[src/rtl/branch_seq_pkg.sv]
package branch_seq_pkg;

    typedef enum logic [1:0] {
        ST_IDLE = 2'd0,
        ST_SEQ  = 2'd1,
        ST_TGT  = 2'd2,
        ST_FIX  = 2'd3
    } seq_state_t;

    typedef enum logic [1:0] {
        STEP_NONE = 2'd0,
        STEP_UP   = 2'd1,
        STEP_DOWN = 2'd2
    } page_step_t;

endpackage

[src/rtl/bps_offset_add.sv]
module bps_offset_add
    import branch_seq_pkg::*;
#(
    parameter int HI_W = 8,
    parameter int LO_W = 8
) (
    input  logic [HI_W-1:0] hi,
    input  logic [LO_W-1:0] lo,
    input  logic [LO_W-1:0] disp,
    input  logic            en,
    output logic [HI_W-1:0] hi_new,
    output logic [LO_W-1:0] lo_new,
    output logic            crossed
);
    localparam int PC_W = HI_W + LO_W;

    logic [LO_W:0] sum_ext;
    logic          carry;
    logic          neg;
    page_step_t    step;

    always_comb begin
        sum_ext = {1'b0, lo} + {1'b0, disp};
        carry   = sum_ext[LO_W];
        neg     = disp[LO_W-1];
        lo_new  = sum_ext[LO_W-1:0];
        if (!en) begin
            step = STEP_NONE;
        end else if (!neg && carry) begin
            step = STEP_UP;
        end else if (neg && !carry) begin
            step = STEP_DOWN;
        end else begin
            step = STEP_NONE;
        end
        unique case (step)
            STEP_UP:   hi_new = hi + 1'b1;
            STEP_DOWN: hi_new = hi - 1'b1;
            default:   hi_new = hi;
        endcase
        crossed = (step != STEP_NONE);
    end

    // With correction on, the full 16-bit target must equal old PC plus sign-extended displacement.
    logic [PC_W-1:0] pc_delta;
    logic [PC_W-1:0] disp_sext;
    always_comb begin
        pc_delta  = {hi_new, lo_new} - {hi, lo};
        disp_sext = {{HI_W{disp[LO_W-1]}}, disp};
        if (en === 1'b1) begin
            a_r2_r3_page_arith: assert (pc_delta == disp_sext)
                else $error("page arithmetic mismatch");
        end
    end

endmodule

[src/rtl/bps_seq_fsm.sv]
module bps_seq_fsm
    import branch_seq_pkg::*;
(
    input  logic       clk,
    input  logic       rst,
    input  logic       start,
    input  logic       taken_q,
    input  logic       crossed,
    input  logic       fetch_ready,
    output seq_state_t state,
    output logic       fetch_valid,
    output logic       capture,
    output logic       last_accept,
    output logic       done
);
    seq_state_t state_nx;

    always_ff @(posedge clk) begin
        if (rst) begin
            state <= ST_IDLE;
            done  <= 1'b0;
        end else begin
            state <= state_nx;
            done  <= last_accept;
        end
    end

    always_comb begin
        state_nx = state;
        unique case (state)
            ST_IDLE: if (start) state_nx = ST_SEQ;
            ST_SEQ:  if (fetch_ready) state_nx = taken_q ? ST_TGT : ST_IDLE;
            ST_TGT:  if (fetch_ready) state_nx = crossed ? ST_FIX : ST_IDLE;
            ST_FIX:  if (fetch_ready) state_nx = ST_IDLE;
            default: state_nx = ST_IDLE;
        endcase
    end

    always_comb begin
        fetch_valid = (state != ST_IDLE);
        capture     = (state == ST_IDLE) && start;
        unique case (state)
            ST_SEQ:  last_accept = fetch_ready && !taken_q;
            ST_TGT:  last_accept = fetch_ready && !crossed;
            ST_FIX:  last_accept = fetch_ready;
            default: last_accept = 1'b0;
        endcase
    end

    // reset leaves the sequencer quiet
    a_r10_reset_idle: assert property (@(posedge clk)
        rst |=> (!fetch_valid && !done));

    // done is a single-cycle pulse following an accepted fetch
    a_r11_done_pulse: assert property (@(posedge clk) disable iff (rst)
        done |=> !done);
    a_r11_done_after_accept: assert property (@(posedge clk) disable iff (rst)
        done |-> $past(fetch_valid && fetch_ready));

    // the fix-up fetch only exists when the adder reported a crossing
    a_r6_fix_only_on_cross: assert property (@(posedge clk) disable iff (rst)
        (state == ST_FIX) |-> crossed);

    // a busy sequencer never re-enters the sequential fetch from a new start
    a_r12_busy_ignores_start: assert property (@(posedge clk) disable iff (rst)
        (fetch_valid && !fetch_ready && start) |=> (state == $past(state)));

endmodule

[src/rtl/branch_page_seq.sv]
module branch_page_seq
    import branch_seq_pkg::*;
#(
    parameter int HI_W = 8,
    parameter int LO_W = 8
) (
    input  logic                 clk,
    input  logic                 rst,
    input  logic                 start,
    input  logic                 taken,
    input  logic                 fix_en,
    input  logic [HI_W-1:0]      pc_hi_in,
    input  logic [LO_W-1:0]      pc_lo_in,
    input  logic [LO_W-1:0]      disp,
    input  logic                 fetch_ready,
    output logic                 fetch_valid,
    output logic [HI_W+LO_W-1:0] fetch_addr,
    output logic                 done,
    output logic [HI_W-1:0]      pc_hi_out,
    output logic [LO_W-1:0]      pc_lo_out
);
    localparam int PC_W = HI_W + LO_W;

    logic [HI_W-1:0] hi_q;
    logic [LO_W-1:0] lo_q;
    logic [LO_W-1:0] disp_q;
    logic            en_q;
    logic            taken_q;
    logic [HI_W-1:0] hi_new;
    logic [LO_W-1:0] lo_new;
    logic            crossed;
    logic            capture;
    logic            last_accept;
    seq_state_t      state;

    bps_offset_add #(.HI_W(HI_W), .LO_W(LO_W)) add_i (
        .hi      (hi_q),
        .lo      (lo_q),
        .disp    (disp_q),
        .en      (en_q),
        .hi_new  (hi_new),
        .lo_new  (lo_new),
        .crossed (crossed)
    );

    bps_seq_fsm fsm_i (
        .clk         (clk),
        .rst         (rst),
        .start       (start),
        .taken_q     (taken_q),
        .crossed     (crossed),
        .fetch_ready (fetch_ready),
        .state       (state),
        .fetch_valid (fetch_valid),
        .capture     (capture),
        .last_accept (last_accept),
        .done        (done)
    );

    always_ff @(posedge clk) begin
        if (rst) begin
            hi_q      <= '0;
            lo_q      <= '0;
            disp_q    <= '0;
            en_q      <= 1'b0;
            taken_q   <= 1'b0;
            pc_hi_out <= '0;
            pc_lo_out <= '0;
        end else begin
            if (capture) begin
                hi_q    <= pc_hi_in;
                lo_q    <= pc_lo_in;
                disp_q  <= disp;
                en_q    <= fix_en;
                taken_q <= taken;
            end
            if (last_accept) begin
                pc_hi_out <= taken_q ? hi_new : hi_q;
                pc_lo_out <= taken_q ? lo_new : lo_q;
            end
        end
    end

    always_comb begin
        unique case (state)
            ST_SEQ:  fetch_addr = {hi_q, lo_q};
            ST_TGT:  fetch_addr = {hi_q, lo_new};
            ST_FIX:  fetch_addr = {hi_new, lo_new};
            default: fetch_addr = '0;
        endcase
    end

    // a stalled fetch keeps its address
    a_r9_hold_addr: assert property (@(posedge clk) disable iff (rst)
        (fetch_valid && !fetch_ready) |=> (fetch_valid && $stable(fetch_addr)));

    // with correction off the fix-up fetch never appears
    a_r7_no_fix_when_off: assert property (@(posedge clk) disable iff (rst)
        (fetch_valid && !en_q) |-> (state != ST_FIX));

endmodule

[config.mk]
export PLATFORM = sky130hd
export DESIGN_NAME = branch_page_seq
export DESIGN_NICKNAME = d
export VERILOG_FILES = /design/src/rtl/branch_seq_pkg.sv /design/src/rtl/bps_offset_add.sv /design/src/rtl/bps_seq_fsm.sv /design/src/rtl/branch_page_seq.sv
export SDC_FILE = /design/constraint.sdc
export NUM_CORES = 1
export LEC_CHECK = 0
export CAP_MARGIN = 5
export CORE_MARGIN = 10
export CORE_UTILIZATION = 55
export DETAILED_ROUTE_END_ITERATION = 6
export GPL_TIMING_DRIVEN = 0
export HOLD_SLACK_MARGIN = 0.15
export PLACE_DENSITY_LB_ADDON = 0.05
export SYNTH_ARGS = -nofsm -noshare
export SYNTH_HDL_FRONTEND = slang
export SYNTH_SLANG_ARGS = --single-unit
[constraint.sdc]
create_clock -name clk -period 10.5 [get_ports clk]
set_input_delay 2.1 -clock clk [delete_from_list [all_inputs] [get_ports clk]]
set_output_delay 2.1 -clock clk [all_outputs]
set_load 0.03 [all_outputs]
==> flow_metrics.py <==
metrics = {
    "routing": {
        "vias": 2882,
        "routed_wirelength_mm": 7.84,
        "ant_nets": 0,
        "drtPass1Iterations": 6,
        "remaining_drc_errors": 0,
        "drt_iter0_markers": 168,
        "post_drt_wl_per_cell_microns": 15.3,
        "via_per_inst": 5.64,
    },
    "floorplanning": {
        "rows": 26,
        "die_h_microns": 91.8,
        "dieArea_sq_um": 8430,
        "core_area_sq_um": 5040,
        "start_util_pct": 56.3,
        "ioPinCount": 64,
        "fp.dieW_microns": 91.8,
    },
    "critical_path": {
        "cp-start-kind": "flip-flop",
        "crit_path_end_kind": "output pin",
        "crit_arrival_ns": 5.24,
        "path_class": "flip-flop to output pin",
        "crit_top_cell": "ha_1",
        "slowest_delay_ns": 0.71,
        "crit_chain": "ha_1, inv_1, fa_1, nor2b_1, o31a_1, o31ai_1, a21boi_1, o21ai_0, ha_1, ha_1, a211oi_2, o211ai_1, a221o_1, or3_1, a31oi_1, clkdlybuf4s50_1",
        "cp.required_ns": 8.40,
        "cp_slowest_cell": "clkdlybuf4s50_1",
        "crit_path_max_fanout": 10,
    },
    "sta": {
        "rsz0062_at_grt": "false",
        "fmax_mhz": 136,
        "post-route-period-util_pct": 69.9,
        "relSlewSlack_pct": 59.7,
        "skew_ns": 0.00605,
        "hold_viol_final": 0,
        "worst_slack_ns": 3.16,
        "slew_violations": 0,
        "setup_violations": 0,
        "setup_tns_ns": 0,
        "tightest_slew_ns": 0.605,
        "hold-worst-slack_ns": 0.466,
        "period_minus_slack_ns": 7.34,
    },
    "yosys": {
        "syn_area_per_cell_sq_um": 7.65,
        "syn_area_sq_um": 2840,
        "synthCells": 371,
        "synth-edff-count": 0,
        "ys_seq_elements": 45,
        "synth_largest_area_cell": "dfxtp_1",
        "synth_area_leaders": "dfxtp_1, nand2_1, ha_1, a21oi_1, nor2_1",
        "ys_seq_area_share_pct": 31.7,
        "ys_types": 50,
        "ys_warn_count": 0,
        "syn_nets": 424,
        "async_flop_share_pct": 0,
        "synth_common_cells": "nand2_1, dfxtp_1, a21oi_1",
        "yosysMostFrequentCell": "nand2_1",
        "synth_flop_cell": "dfxtp_1",
        "synth_top_area_share_pct": 31.7,
    },
    "power": {
        "p_switching_uw": 137,
        "switching_share_pct": 31.5,
        "p_int_uw": 298,
        "max-vdd-ir-drop_v": 0.0000899,
        "leakagePower_nw": 1.30,
        "combPwrFrac_pct": 25.0,
        "p_per_area_nw_per_um2": 119,
        "clkPwrFrac_pct": 30.8,
        "power_frac_seq_pct": 44.2,
    },
    "clocking": {
        "numCtsBuffers": 5,
        "clock_latency_ns": 0.31,
        "cts_hold_buf": 0,
        "h-tree-depth": 2,
        "cts_setup_buffers": 0,
        "cts_root_buf": "clkbuf_8",
        "cts_num_sinks": 45,
        "cts.path.max_buffers": 2,
        "cts_tree": "built",
        "cts-resized-gates": 0,
        "cts.clk_slew.worst_paths_ns": 0.09,
    },
    "placed_design": {
        "post-dp-hpwl_mm": 6.30,
        "pre_cts_slack_ns": 3.56,
        "portBuffers": 62,
        "globalplace.congestion": 0.903,
    },
    "layout": {
        "nets": 493,
        "diodes": 0,
        "fillCellCount": 435,
        "syn_to_final_growth_pct": 28.9,
        "drive_gt1_share_pct": 3.63,
    },
    "global_route": {
        "grt_use_total_pct": 18.4,
        "antenna_found_initial": 0,
        "overflow": 0,
        "grt_start_max_net_pins": 16,
        "first_global_vias": 2648,
        "grt_pass1_wl_mm": 13.0,
    },
    "hold_path": {
        "holdCritPathClass": "flip-flop to flip-flop",
    },
    "flow_run": {
        "maxCapViolCount": 0,
    },
    "run_status": {
        "outcome": "complete, no violations",
    },
}
-- cell type report --
cell class | instances | area, sq um | area share (%)
well taps | 70 | 87.6 | 2.39
repair buffers | 62 | 621 | 17.0
inverters | 11 | 41.3 | 1.13
flip-flops and latches | 45 | 901 | 24.6
clock buffers | 5 | 68.8 | 1.88
multi-input cells | 292 | 1810 | 49.4
plain buffers | 23 | 87.6 | 2.39
clock inverters | 3 | 43.8 | 1.20
-- power by group through the flow --
stage | combinational (mW) | clock, mW | sequential (mW)
finish | 0.109 | 0.134 | 0.193
global route | 0.120 | 0.145 | 0.194
CTS | 0.109 | 0.137 | 0.192
detailed placement | 0.108 | 0 | 0.196
global placement | 0.106 | 0 | 0.196
floorplan | 0.0666 | 0 | 0.198
-- cell usage in the layout, fill, tap and decap left out, types with 6 or more instances in the layout --
cell type,instances
nand2_1,72
clkdlybuf4s50_1,62
dfxtp_1,45
a21oi_1,44
nor2_1,37
ha_1,21
clkbuf_1,20
inv_1,11
o21ai_0,11
a211oi_1,10
mux2i_1,8
a311oi_1,7
o211ai_1,6
-- worst max-delay path, delay by kind of cell, from the launching register on --
family	cells	cell delay, ns
buf+inv	2	0.79
simple gates	2	0.41
flops	1	0.36
compound gates	8	2.14
fa+ha+maj	4	1.22
-- routing by layer --
layer | vias to the layer above | wire length [microns] | track usage, %
met5 | - | 0 | 0
met4 | 0 | 190 | 6.30
met3 | 15 | 610 | 5.46
met2 | 101 | 3560 | 30.0
met1 | 1310 | 3480 | 22.7
li1 | 1456 | - | -
-- flip-flops by register name, summed over array words and instances, names as in the netlist --
register	flops
lo_q	8
fsm_i.done	1
disp_q	8
en_q	1
pc_lo_out	8
taken_q	1
fsm_i.state	2
hi_q	8
pc_hi_out	8
-- metrics by stage --
| stage | area [sq um] | utilization, % | power, mW | std cells |
|---|---|---|---|---|
| global route | 3660 | 72.6 | 0.459 | 511 |
| finish | 3660 | 72.6 | 0.436 | 511 |
| global placement | 3550 | 70.3 | 0.302 | 503 |
| CTS | 3660 | 72.6 | 0.437 | 511 |
| floorplan | 2840 | - | 0.265 | 371 |
| detailed placement | 3550 | 70.3 | 0.304 | 503 |
-- final timing paths --
check	startpoint	endpoint	slack, ns	cells past startpoint
worst max-delay path	lo_q[0]	fetch_addr[15]	3.16	16
worst min-delay path	disp_q[4]	disp_q[4]	0.47	2
worst max register to register	lo_q[0]	pc_hi_out[7]	6.15	15
worst min register to register	disp_q[4]	disp_q[4]	0.47	2
-- logic make-up after synthesis --
kind of cell               Yosys count  synth area share, %
AOI/OAI and AO/OA                  115                 26.9
xor gates and xnor gates             6                 1.85
adders and majority gates           23                 10.7
buffers and inverters               34                 4.54
DFF                                 45                 31.7
muxes                                8                 2.82
and+or+nand+nor                    140                 21.5
No activity file was read; power rests on OpenSTA's default activity.
